### src/rtl/sic_pkg.sv
package sic_pkg;
    localparam int Q1_W   = 4;
    localparam int Q2_W   = 2;
    localparam int IDX_W  = 1 + Q1_W + Q2_W;
    localparam int CODE_W = 6;

    typedef enum logic [1:0] {ST_IDLE, ST_PRE, ST_POST, ST_TRIP} sic_state_e;
    typedef enum logic [1:0] {Q2_ZERO, Q2_MEAS, Q2_LAST} sic_q2sel_e;
endpackage

### src/rtl/sic_sat_counter.sv
module sic_sat_counter #(
    parameter int W = 10
) (
    input  logic         clk,
    input  logic         rst_n,
    input  logic         clr,
    input  logic         tick,
    output logic [W-1:0] cnt
);
    localparam logic [W-1:0] TOP = '1;

    always_ff @(posedge clk) begin
        if (!rst_n)
            cnt <= '0;
        else if (clr)
            cnt <= '0;
        else if (tick && cnt != TOP)
            cnt <= cnt + 1'b1;
    end
endmodule

### src/rtl/sic_quant.sv
module sic_quant #(
    parameter int IN_W  = 10,
    parameter int SHIFT = 2,
    parameter int OUT_W = 4
) (
    input  logic [IN_W-1:0]  val,
    output logic [OUT_W-1:0] bin
);
    localparam logic [IN_W-1:0] LAST = IN_W'((1 << OUT_W) - 1);
    logic [IN_W-1:0] shifted;

    assign shifted = val >> SHIFT;
    assign bin     = (shifted > LAST) ? '1 : shifted[OUT_W-1:0];
endmodule

### src/rtl/sic_code_table.sv
module sic_code_table #(
    parameter int IDX_W  = 7,
    parameter int CODE_W = 6
) (
    input  logic              clk,
    input  logic              rst_n,
    input  logic              we,
    input  logic [IDX_W-1:0]  waddr,
    input  logic [CODE_W-1:0] wdata,
    input  logic [IDX_W-1:0]  raddr,
    output logic [CODE_W-1:0] rdata
);
    localparam int DEPTH = 1 << IDX_W;
    logic [CODE_W-1:0] mem [DEPTH];

    always_ff @(posedge clk) begin
        if (!rst_n) begin
            for (int i = 0; i < DEPTH; i++)
                mem[i] <= '0;
        end else if (we) begin
            mem[waddr] <= wdata;
        end
    end

    assign rdata = mem[raddr];
endmodule

### src/rtl/spike_interval_coder.sv
module spike_interval_coder
    import sic_pkg::*;
#(
    parameter int CNT_W    = 10,
    parameter int Q1_SHIFT = 2,
    parameter int Q2_SHIFT = 6
) (
    input  logic              clk,
    input  logic              rst_n,
    input  logic              tick,
    input  logic              pre_spk,
    input  logic              post_spk,
    input  logic              trip_mode,
    input  logic              tbl_we,
    input  logic [IDX_W-1:0]  tbl_addr,
    input  logic [CODE_W-1:0] tbl_data,
    output logic              code_vld,
    output logic [CODE_W-1:0] code,
    output logic              code_pot
);
    // gap counters: [0] first gap (any spike restarts), [1] post-to-post
    logic [1:0]       clr_v;
    logic [CNT_W-1:0] cnt_v [2];
    logic [CNT_W-1:0] cnt1, cnt2;

    assign clr_v = {post_spk, pre_spk | post_spk};

    for (genvar g = 0; g < 2; g++) begin : g_cnt
        sic_sat_counter #(.W(CNT_W)) u_cnt (
            .clk  (clk),
            .rst_n(rst_n),
            .clr  (clr_v[g]),
            .tick (tick),
            .cnt  (cnt_v[g])
        );
    end

    assign cnt1 = cnt_v[0];
    assign cnt2 = cnt_v[1];

    logic [Q1_W-1:0] q1_bin;
    logic [Q2_W-1:0] q2_bin;

    sic_quant #(.IN_W(CNT_W), .SHIFT(Q1_SHIFT), .OUT_W(Q1_W)) u_q1 (
        .val(cnt1), .bin(q1_bin)
    );
    sic_quant #(.IN_W(CNT_W), .SHIFT(Q2_SHIFT), .OUT_W(Q2_W)) u_q2 (
        .val(cnt2), .bin(q2_bin)
    );

    sic_state_e st, st_nxt;
    sic_q2sel_e q2sel;
    logic fire, pot, zero1;

    always_ff @(posedge clk) begin
        if (!rst_n)
            st <= ST_IDLE;
        else
            st <= st_nxt;
    end

    always_comb begin
        st_nxt = st;
        fire   = 1'b0;
        pot    = 1'b0;
        zero1  = 1'b0;
        q2sel  = Q2_ZERO;
        unique case (st)
            ST_IDLE: begin
                if (pre_spk && post_spk) begin
                    fire  = 1'b1;
                    pot   = 1'b1;
                    zero1 = 1'b1;
                    q2sel = trip_mode ? Q2_LAST : Q2_ZERO;
                end else if (pre_spk) begin
                    st_nxt = ST_PRE;
                end else if (post_spk) begin
                    st_nxt = ST_POST;
                end
            end
            ST_PRE: begin
                if (post_spk) begin
                    fire   = 1'b1;
                    pot    = 1'b1;
                    zero1  = pre_spk;
                    q2sel  = trip_mode ? Q2_LAST : Q2_ZERO;
                    st_nxt = ST_IDLE;
                end
            end
            ST_POST: begin
                if (pre_spk && post_spk) begin
                    fire   = 1'b1;
                    pot    = 1'b1;
                    zero1  = 1'b1;
                    q2sel  = trip_mode ? Q2_MEAS : Q2_ZERO;
                    st_nxt = ST_IDLE;
                end else if (pre_spk) begin
                    fire   = 1'b1;
                    st_nxt = trip_mode ? ST_TRIP : ST_IDLE;
                end
            end
            ST_TRIP: begin
                if (post_spk) begin
                    fire   = 1'b1;
                    pot    = 1'b1;
                    zero1  = pre_spk;
                    q2sel  = Q2_MEAS;
                    st_nxt = ST_IDLE;
                end
            end
            default: st_nxt = ST_IDLE;
        endcase
    end

    logic [Q1_W-1:0]   idx_q1;
    logic [Q2_W-1:0]   idx_q2;
    logic [IDX_W-1:0]  rd_idx;
    logic [CODE_W-1:0] rd_code;

    assign idx_q1 = zero1 ? '0 : q1_bin;
    always_comb begin
        unique case (q2sel)
            Q2_MEAS: idx_q2 = q2_bin;
            Q2_LAST: idx_q2 = '1;
            default: idx_q2 = '0;
        endcase
    end
    assign rd_idx = {~pot, idx_q1, idx_q2};

    sic_code_table #(.IDX_W(IDX_W), .CODE_W(CODE_W)) u_tbl (
        .clk  (clk),
        .rst_n(rst_n),
        .we   (tbl_we),
        .waddr(tbl_addr),
        .wdata(tbl_data),
        .raddr(rd_idx),
        .rdata(rd_code)
    );

    always_ff @(posedge clk) begin
        if (!rst_n) begin
            code_vld <= 1'b0;
            code     <= '0;
            code_pot <= 1'b0;
        end else begin
            code_vld <= fire;
            code     <= fire ? rd_code : '0;
            code_pot <= fire & pot;
        end
    end
endmodule

### config.mk
export PLATFORM = sky130hd
export DESIGN_NAME = spike_interval_coder
export DESIGN_NICKNAME = d
export VERILOG_FILES = /design/src/rtl/sic_pkg.sv /design/src/rtl/sic_sat_counter.sv /design/src/rtl/sic_quant.sv /design/src/rtl/sic_code_table.sv /design/src/rtl/spike_interval_coder.sv
export SDC_FILE = /design/constraint.sdc
export NUM_CORES = 1
export LEC_CHECK = 0
export BUFFER_PORTS_ARGS = -buffer_cell sky130_fd_sc_hd__buf_2
export CELL_PAD_IN_SITES_DETAIL_PLACEMENT = 0
export CELL_PAD_IN_SITES_GLOBAL_PLACEMENT = 2
export CORE_MARGIN = 3
export CORE_UTILIZATION = 25
export CTS_BUF_LIST = sky130_fd_sc_hd__clkbuf_8
export CTS_CLUSTER_SIZE = 16
export DETAILED_ROUTE_END_ITERATION = 7
export PLACE_DENSITY_LB_ADDON = 0.15
export SLEW_MARGIN = 30
export SYNTH_ARGS = -nofsm -noshare
export SYNTH_HDL_FRONTEND = slang
export SYNTH_HIERARCHICAL = 1
export SYNTH_SLANG_ARGS = --single-unit
### constraint.sdc
create_clock -name clk -period 4.6 [get_ports clk]
set_clock_uncertainty 0.2 [all_clocks]
set_input_delay 0 -clock clk [delete_from_list [all_inputs] [get_ports clk]]
set_output_delay 0 -clock clk [all_outputs]
set_load 0.05 [all_outputs]
==> results.txt, run 1 <==
status: completed
Max stage delay on crit path: 0.71 ns
FF-to-FF setup slack: 0.29 ns
NumNets Final: 2576
Die Area: 153700 um^2
Clk pwr share: 42.2%
distinct cell type count after synthesis: 45
area of the core: 147800 um^2
CTS buffer count: 155
dpl cell area: 39820 um^2
vias in the first global route: 22.65k
setup_tns: 0 ns
Crit. End Element: flop
drt drc: 0
Slew @ Worst Pin: 1.020 ns
combinational share of power: 5.3%
final period utilization: 96.84%
switching fraction of total power: 24.08%
WP buf/inv: 6
share of cells above drive strength 1: 21.66%
max-slew violation count: 0
via count: 21.24k
fin crit period: 4.455 ns
initial antenna violation count: 5
H-tree depth: 4
cell area after layout: 43180 um^2
Die Ht: 392.1 um
gp weighted congestion: 0.7594
total track usage: 15.50%
Setup-failing EPs final: 0
Final ANT Viol Nets: 0
P&R area growth vs syn: 15.86%
final WL: 117700 um
startpoint type of the worst setup path: input port
maximum clock path buffer count: 3
DP HPWL: 71950 um
cells after synthesis: 2467
# IOs: 28
drt initial violations: 1516
port bufs: 27
Pwr Density: 374.2 nW/um^2
clk sinks: 798
remaining global-route overflow: 0
worst endpoint required time: 5.15 ns
Warnings, synthesis: 6
Place WS: 0.2051 ns
CP top delay family: multiplexers
first-pass GRT wire length: 169100 um
kind of critical path: input port to flop
Pleak: 14.28 nW
Int Power: 0.01226 W
Seq pwr share: 52.6%
top_reg_cell synth: edfxtp_1
Worst path depth: 15
Final Hold Fails: 0
Seq cells post-synth: 798
largest net degree at the start of global routing: 137
R2R Path End: code[3]
Std-Cell Rows: 141
syn avg cell area: 15.11 um^2
CP max FO: 16
worst hold-check path type: input port to flop
filler instances: 14.68k
CTS tree: done
clock root cell: clkbuf_8
DR WL/cell: 25.54 um
Worst-path clk slew: 0.06 ns
VDD IR-drop max: 0.2623 mV
Mapped Area: 37260 um^2
sequential area share after synthesis: 63.50%
Worst Path Arrival: 5.01 ns
Multi-input gate area: 12820 um^2
Hold Crit Endpoint: u_tbl/mem[9][4]
register area: 23660 um^2
max cap viols: 0
First-pass DRT Iterations: 5
Most common cell on crit path: mux4_2
Sw Pwr: 0.003890 W
worst hold start: tbl_data[4]
FF-to-FF Start: st[0]
RSZ-0062 raised after global routing: false
syn_nets: 2491
worst path cell trace: dlygate4sd3_1 > buf_2 > dlygate4sd3_1 > o21a_2 > inv_2 > nor3b_2 > ha_1 > nor2_4 > buf_12 > buf_12 > mux4_2 > mux4_2 > mux4_2 > mux2_2 > and2_1
asr flop ratio synth: 0%
hold depth: 3
fmax: 0.2245 GHz
setup slack after layout: 0.1451 ns
routed vias/inst: 4.607
CP max stage cell: dlygate4sd3_1
clock latency on the worst-skew pair: 0.87 ns
Rel. slew slack: 31.28%
R2R cell count: 12
Starting Density: 25.21%
Post-synth EDFFs: 768
Die Wd: 392.1 um
[cells in the final DEF (no fill, tap or decap), types with 4 or more instances in the layout]
master         netlist  layout
clkinv_2             0      14
buf_12               0      21
nand4_2              4       4
clkinv_1             0      30
and2_1             734     732
or3_1                8       7
nand4_1              6       6
xor2_1               6       6
a21oi_1             11      11
nor3_1              11      11
o21ai_0            124     115
nor2_1             142     140
dlygate4sd3_1        0      38
inv_1                2      55
mux4_2             252     252
clkbuf_8             0     170
diode_2              0       6
nand2b_1             8       8
edfxtp_1           768     768
mux2_2               6       6
and3_1              51      51
nand2_1             31      31
buf_4                1      51
bufinv_16            0       5
buf_2               20      20
nor2b_1              7       7
ha_1                 4       4
nand3_1             15      15
o21ai_1              4      13
clkinvlp_4           0       4
or2_2                8       7
dfxtp_1             30      30
[state kept, by name, indices dropped and copies added (netlist names)]
name,cells
code,6
code_pot,1
code_vld,1
g_cnt.u_cnt/cnt,20
st,2
u_tbl/mem,768
[worst min-delay path: cells and delay by family]
family,cells,cell delay (ns)
buffers and inverters,2,0.86
AND/OR/NAND/NOR,1,0.25
[metrics by stage]
step                instances  power, W  hold WS [ns]  util, %
finish                   4609   0.01615        0.2467    29.20
CTS                      4601   0.01647        0.1561    29.17
detailed placement       4285  0.009487        0.1152    26.93
floorplan                2467  0.008987       -0.1239        -
global placement         4285  0.009498        0.1154    26.93
global route             4604   0.01685        0.2217    29.20
[layout make-up]
| cell class | count | area share [%] |
|---|---|---|
| diodes | 6 | 0.03478 |
| clock buffers | 170 | 5.419 |
| clock inverters | 108 | 1.348 |
| inverters | 3 | 0.02608 |
| multi-input cells | 1461 | 29.69 |
| flip-flops and latches | 798 | 54.81 |
| well taps | 1930 | 5.593 |
| repair buffers | 133 | 3.083 |
[Yosys cell counts, types with 2 or more instances]
library cell  number  area share, %
a211oi_1           2          0.040
a21oi_1           11           0.15
a31oi_1            2          0.034
and2_1           734             12
and3_1            51           0.86
and4_1             2          0.047
buf_1              9          0.091
buf_2             20           0.27
clkbuf_1         173            1.7
clkbuf_2           2          0.027
dfxtp_1           30            1.6
edfxtp_1         768             62
ha_1               4           0.13
inv_1              2          0.020
mux2_2             6           0.18
mux4_2           252             15
nand2_1           31           0.31
nand2b_1           8           0.13
nand3_1           15           0.20
nand3_2            2          0.054
nand3b_1           2          0.040
nand4_1            6           0.10
nand4_2            4           0.13
nor2_1           142            1.4
nor2b_1            7           0.12
nor3_1            11           0.15
nor3b_1            2          0.040
o21ai_0          124            1.7
o21ai_1            4          0.054
o21ba_1            2          0.054
o311ai_1           2          0.047
o31ai_1            2          0.040
o31ai_4            2           0.11
or2_2              8           0.13
or3_1              8           0.13
or3b_2             3          0.071
xor2_1             6           0.14
[per-layer routing]
layer | global-route usage, % | share of wire (%) | up-vias
li1 | - | - | 9392
met1 | 21.13 | 46 | 11146
met2 | 24.84 | 47 | 516
met3 | 3.023 | 4.7 | 179
met4 | 4.909 | 2.3 | 2
met5 | 0 | 0.011 | -
[logic make-up after synthesis]
kind of cell	Yosys count	share of synthesized area (%)
mux	258	15.41
fa+ha+maj	4	0.1343
buf+inv	208	2.179
compound gates	154	2.273
xor+xnor	6	0.1410
flops	798	63.50
simple gates	1039	16.36
[power groups by stage]
stage	sequential [W]	clock, W	combinational, W
after CTS	0.00850	0.00709	0.000875
final	0.00849	0.00681	0.000852
after detailed placement	0.00864	0	0.000850
after floorplan	0.00852	0	0.000469
after global placement	0.00866	0	0.000841
after global routing	0.00852	0.00742	0.000913
[how the worst max path moves through the flow]
stage / slack, ns / start / endpoint
after floorplan: 0.68 / st[0] / code[0]
after global placement: 0.18 / st[0] / code[3]
after detailed placement: 0.21 / st[0] / code[3]
after CTS: 0.14 / post_spk / code[3]
after global routing: 0.11 / post_spk / code[4]
final: 0.15 / post_spk / code[3]
[what timing repair did]
action                                  in CTS  in global routing
endpoints found under the setup margin       0                  1
gates resized for setup                      0                  2
setup buffers                                0                  1
hold endpoints to repair                   887                  0
hold buffers                                38                  0
No activity file was read; power rests on OpenSTA's default activity.
==> run 2, diff against run 1 <==
--- a/config.mk
+++ b/config.mk
@@ -8,6 +8,7 @@
 export BUFFER_PORTS_ARGS = -buffer_cell sky130_fd_sc_hd__buf_2
 export CELL_PAD_IN_SITES_DETAIL_PLACEMENT = 0
 export CELL_PAD_IN_SITES_GLOBAL_PLACEMENT = 2
+export CORE_ASPECT_RATIO = 1.25
 export CORE_MARGIN = 3
 export CORE_UTILIZATION = 25
 export CTS_BUF_LIST = sky130_fd_sc_hd__clkbuf_8
==> run 2 against run 1 <==
Effect of this change:
- sequential share of layout area up 0.57 points
- sequential cell count unchanged
- utilization down 0.20 points
- routed wire length up 0.65%
- non-clock buffer count down 16
- clock power down 6.2%
- critical path depth up 1
- register-to-register slack worse by 0.06 ns
- hold slack worse by 0.10 ns
- combinational power down 1%
- die area about the same
- critical path type unchanged
==> results.txt, run 2 (synthesis results as in run 1) <==
Die Ht: 437.7 um
total track usage: 15.61%
First-pass DRT Iterations: 5
worst endpoint required time: 5.13 ns
clk sinks: 798
max reg flops: 768
routed vias/inst: 4.551
clock latency on the worst-skew pair: 0.85 ns
P&R area growth vs syn: 14.67%
vias in the first global route: 22.24k
fin crit period: 4.415 ns
setup_tns: 0 ns
startpoint type of the worst setup path: input port
max cap viols: 0
RSZ-0062 raised after global routing: false
Die Area: 153800 um^2
largest registers: u_tbl/mem x768, g_cnt.u_cnt/cnt x20, code x6
DR WL/cell: 26.06 um
final period utilization: 95.98%
WP buf/inv: 7
most frequent cells in the layout: 768 x edfxtp_1, 732 x and2_1, 252 x mux4_2
Post-CTS Resized: 0
met3 wire length: 4032 um
hold depth: 4
# IOs: 28
area of the core: 147300 um^2
worst hold slack: 0.1434 ns
largest net degree at the start of global routing: 138
Sw Pwr: 0.003810 W
switching fraction of total power: 24.23%
Worst-path clk slew: 0.06 ns
Final Hold Fails: 0
R2R cell count: 13
fmax: 0.2265 GHz
Worst path depth: 16
CP max FO: 14
CTS tree: done
Place WS: 0.1570 ns
worst path cell trace: dlygate4sd3_1 > dlygate4sd3_1 > buf_2 > o21a_2 > inv_2 > nor3b_2 > ha_1 > nor2_4 > buf_12 > buf_12 > buf_4 > mux4_2 > mux4_2 > mux4_2 > mux2_2 > and2_1
CP top delay family: buffers and inverters
Int Power: 0.01191 W
worst hold-check path type: input port to flop
Std-Cell Rows: 157
H-tree depth: 4
met2 wire length: 62290 um
gp weighted congestion: 0.7593
Starting Density: 25.29%
CP max stage cell: dlygate4sd3_1
Slew @ Worst Pin: 0.9986 ns
maximum clock path buffer count: 3
Top Metal Used: met4
Top reg by flops: u_tbl/mem
Max stage delay on crit path: 0.55 ns
Crit. End Element: flop
setup slack after layout: 0.1848 ns
Pwr Density: 368.0 nW/um^2
drt initial violations: 1404
Pwr Total: 0.01572 W
initial antenna violation count: 3
NumNets Final: 2550
remaining global-route overflow: 0
Final ANT Viol Nets: 0
DP HPWL: 76630 um
CTS buffer count: 145
final WL: 118500 um
Setup-failing EPs final: 0
Clk pwr share: 40.6%
kind of critical path: input port to flop
via count: 20.69k
clock root cell: clkbuf_8
VDD IR-drop max: 0.1531 mV
Most common cell on crit path: mux4_2
combinational share of power: 5.3%
Rel. slew slack: 32.72%
most common cell after layout, fill and taps aside: edfxtp_1
Pleak: 14.00 nW
M1 wire length: 48980 um
Die Wd: 351.3 um
port bufs: 27
status: completed
max-slew violation count: 0
share of cells above drive strength 1: 21.21%
drt drc: 0
first-pass GRT wire length: 169500 um
Worst Path Arrival: 4.95 ns
filler instances: 14.68k
Seq pwr share: 54.0%
run 2: cell types whose count changed in the layout (fill, tap and decap cells not counted), moves of 2 or more:
cell | previous run | this run
o21ai_0 | 115 | 105
buf_4 | 51 | 39
clkinvlp_4 | 4 | 6
clkinv_2 | 14 | 26
inv_1 | 55 | 38
diode_2 | 6 | 3
buf_6 | 2 | 0
clkbuf_8 | 170 | 154
o21ai_1 | 13 | 23
run 2: timing repair:
item,in CTS,in global routing
setup buffers,0,0
hold endpoints to repair,742,0
hold buffers,38,0
run 2: cell type report:
type	count	area [um^2]	share of cell area (%)
clock inverters	103	551.8	1.291
well taps	1908	2387	5.587
repair buffers	117	1174	2.747
multi-input cells	1461	12820	29.99
clock buffers	154	2120	4.960
flip-flops and latches	798	23660	55.38
inverters	3	11.26	0.02635
diodes	3	7.507	0.01757
run 2: metrics by stage:
stage | instance area (um^2) | instances | util, %
final | 42730 | 4547 | 29.00
after CTS | 42720 | 4544 | 29.00
after global placement | 39670 | 4249 | 26.93
after global routing | 42720 | 4545 | 29.00
after detailed placement | 39670 | 4249 | 26.93
after floorplan | 37260 | 2467 | -
run 2: path summary, 6_finish.rpt:
| path | start | endpoint | slack (ns) |
|---|---|---|---|
| worst max-delay path | post_spk | code[5] | 0.18 |
| worst min-delay path | tbl_we | u_tbl/mem[2][1] | 0.14 |
| worst max register to register | st[0] | code[5] | 0.23 |
| worst min register to register | g_cnt[1].u_cnt/cnt[4] | g_cnt[1].u_cnt/cnt[4] | 0.32 |
run 2: power groups by stage:
stage | combinational [W] | clock (W) | sequential (W)
after global routing | 0.000900 | 0.00701 | 0.00852
after CTS | 0.000873 | 0.00670 | 0.00851
after detailed placement | 0.000850 | 0 | 0.00865
final | 0.000840 | 0.00639 | 0.00849
after floorplan | 0.000469 | 0 | 0.00852
after global placement | 0.000844 | 0 | 0.00866
run 2: per-layer routing:
| metal | up-vias | global-route usage, % |
|---|---|---|
| li1 | 9322 | - |
| met1 | 10796 | 18.95 |
| met2 | 416 | 27.87 |
| met3 | 158 | 2.886 |
| met4 | 0 | 4.798 |
| met5 | - | 0 |
run 2: worst register-to-register path, delay by kind of cell, from the launching register on:
kind / cells / cell delay, ns
buffers and inverters: 4 / 0.73
multiplexers: 4 / 1.91
flip-flops: 1 / 0.42
AND/OR/NAND/NOR: 3 / 0.50
AO/OA/AOI/OAI: 1 / 0.20
adder cells (fa/ha/maj): 1 / 0.32
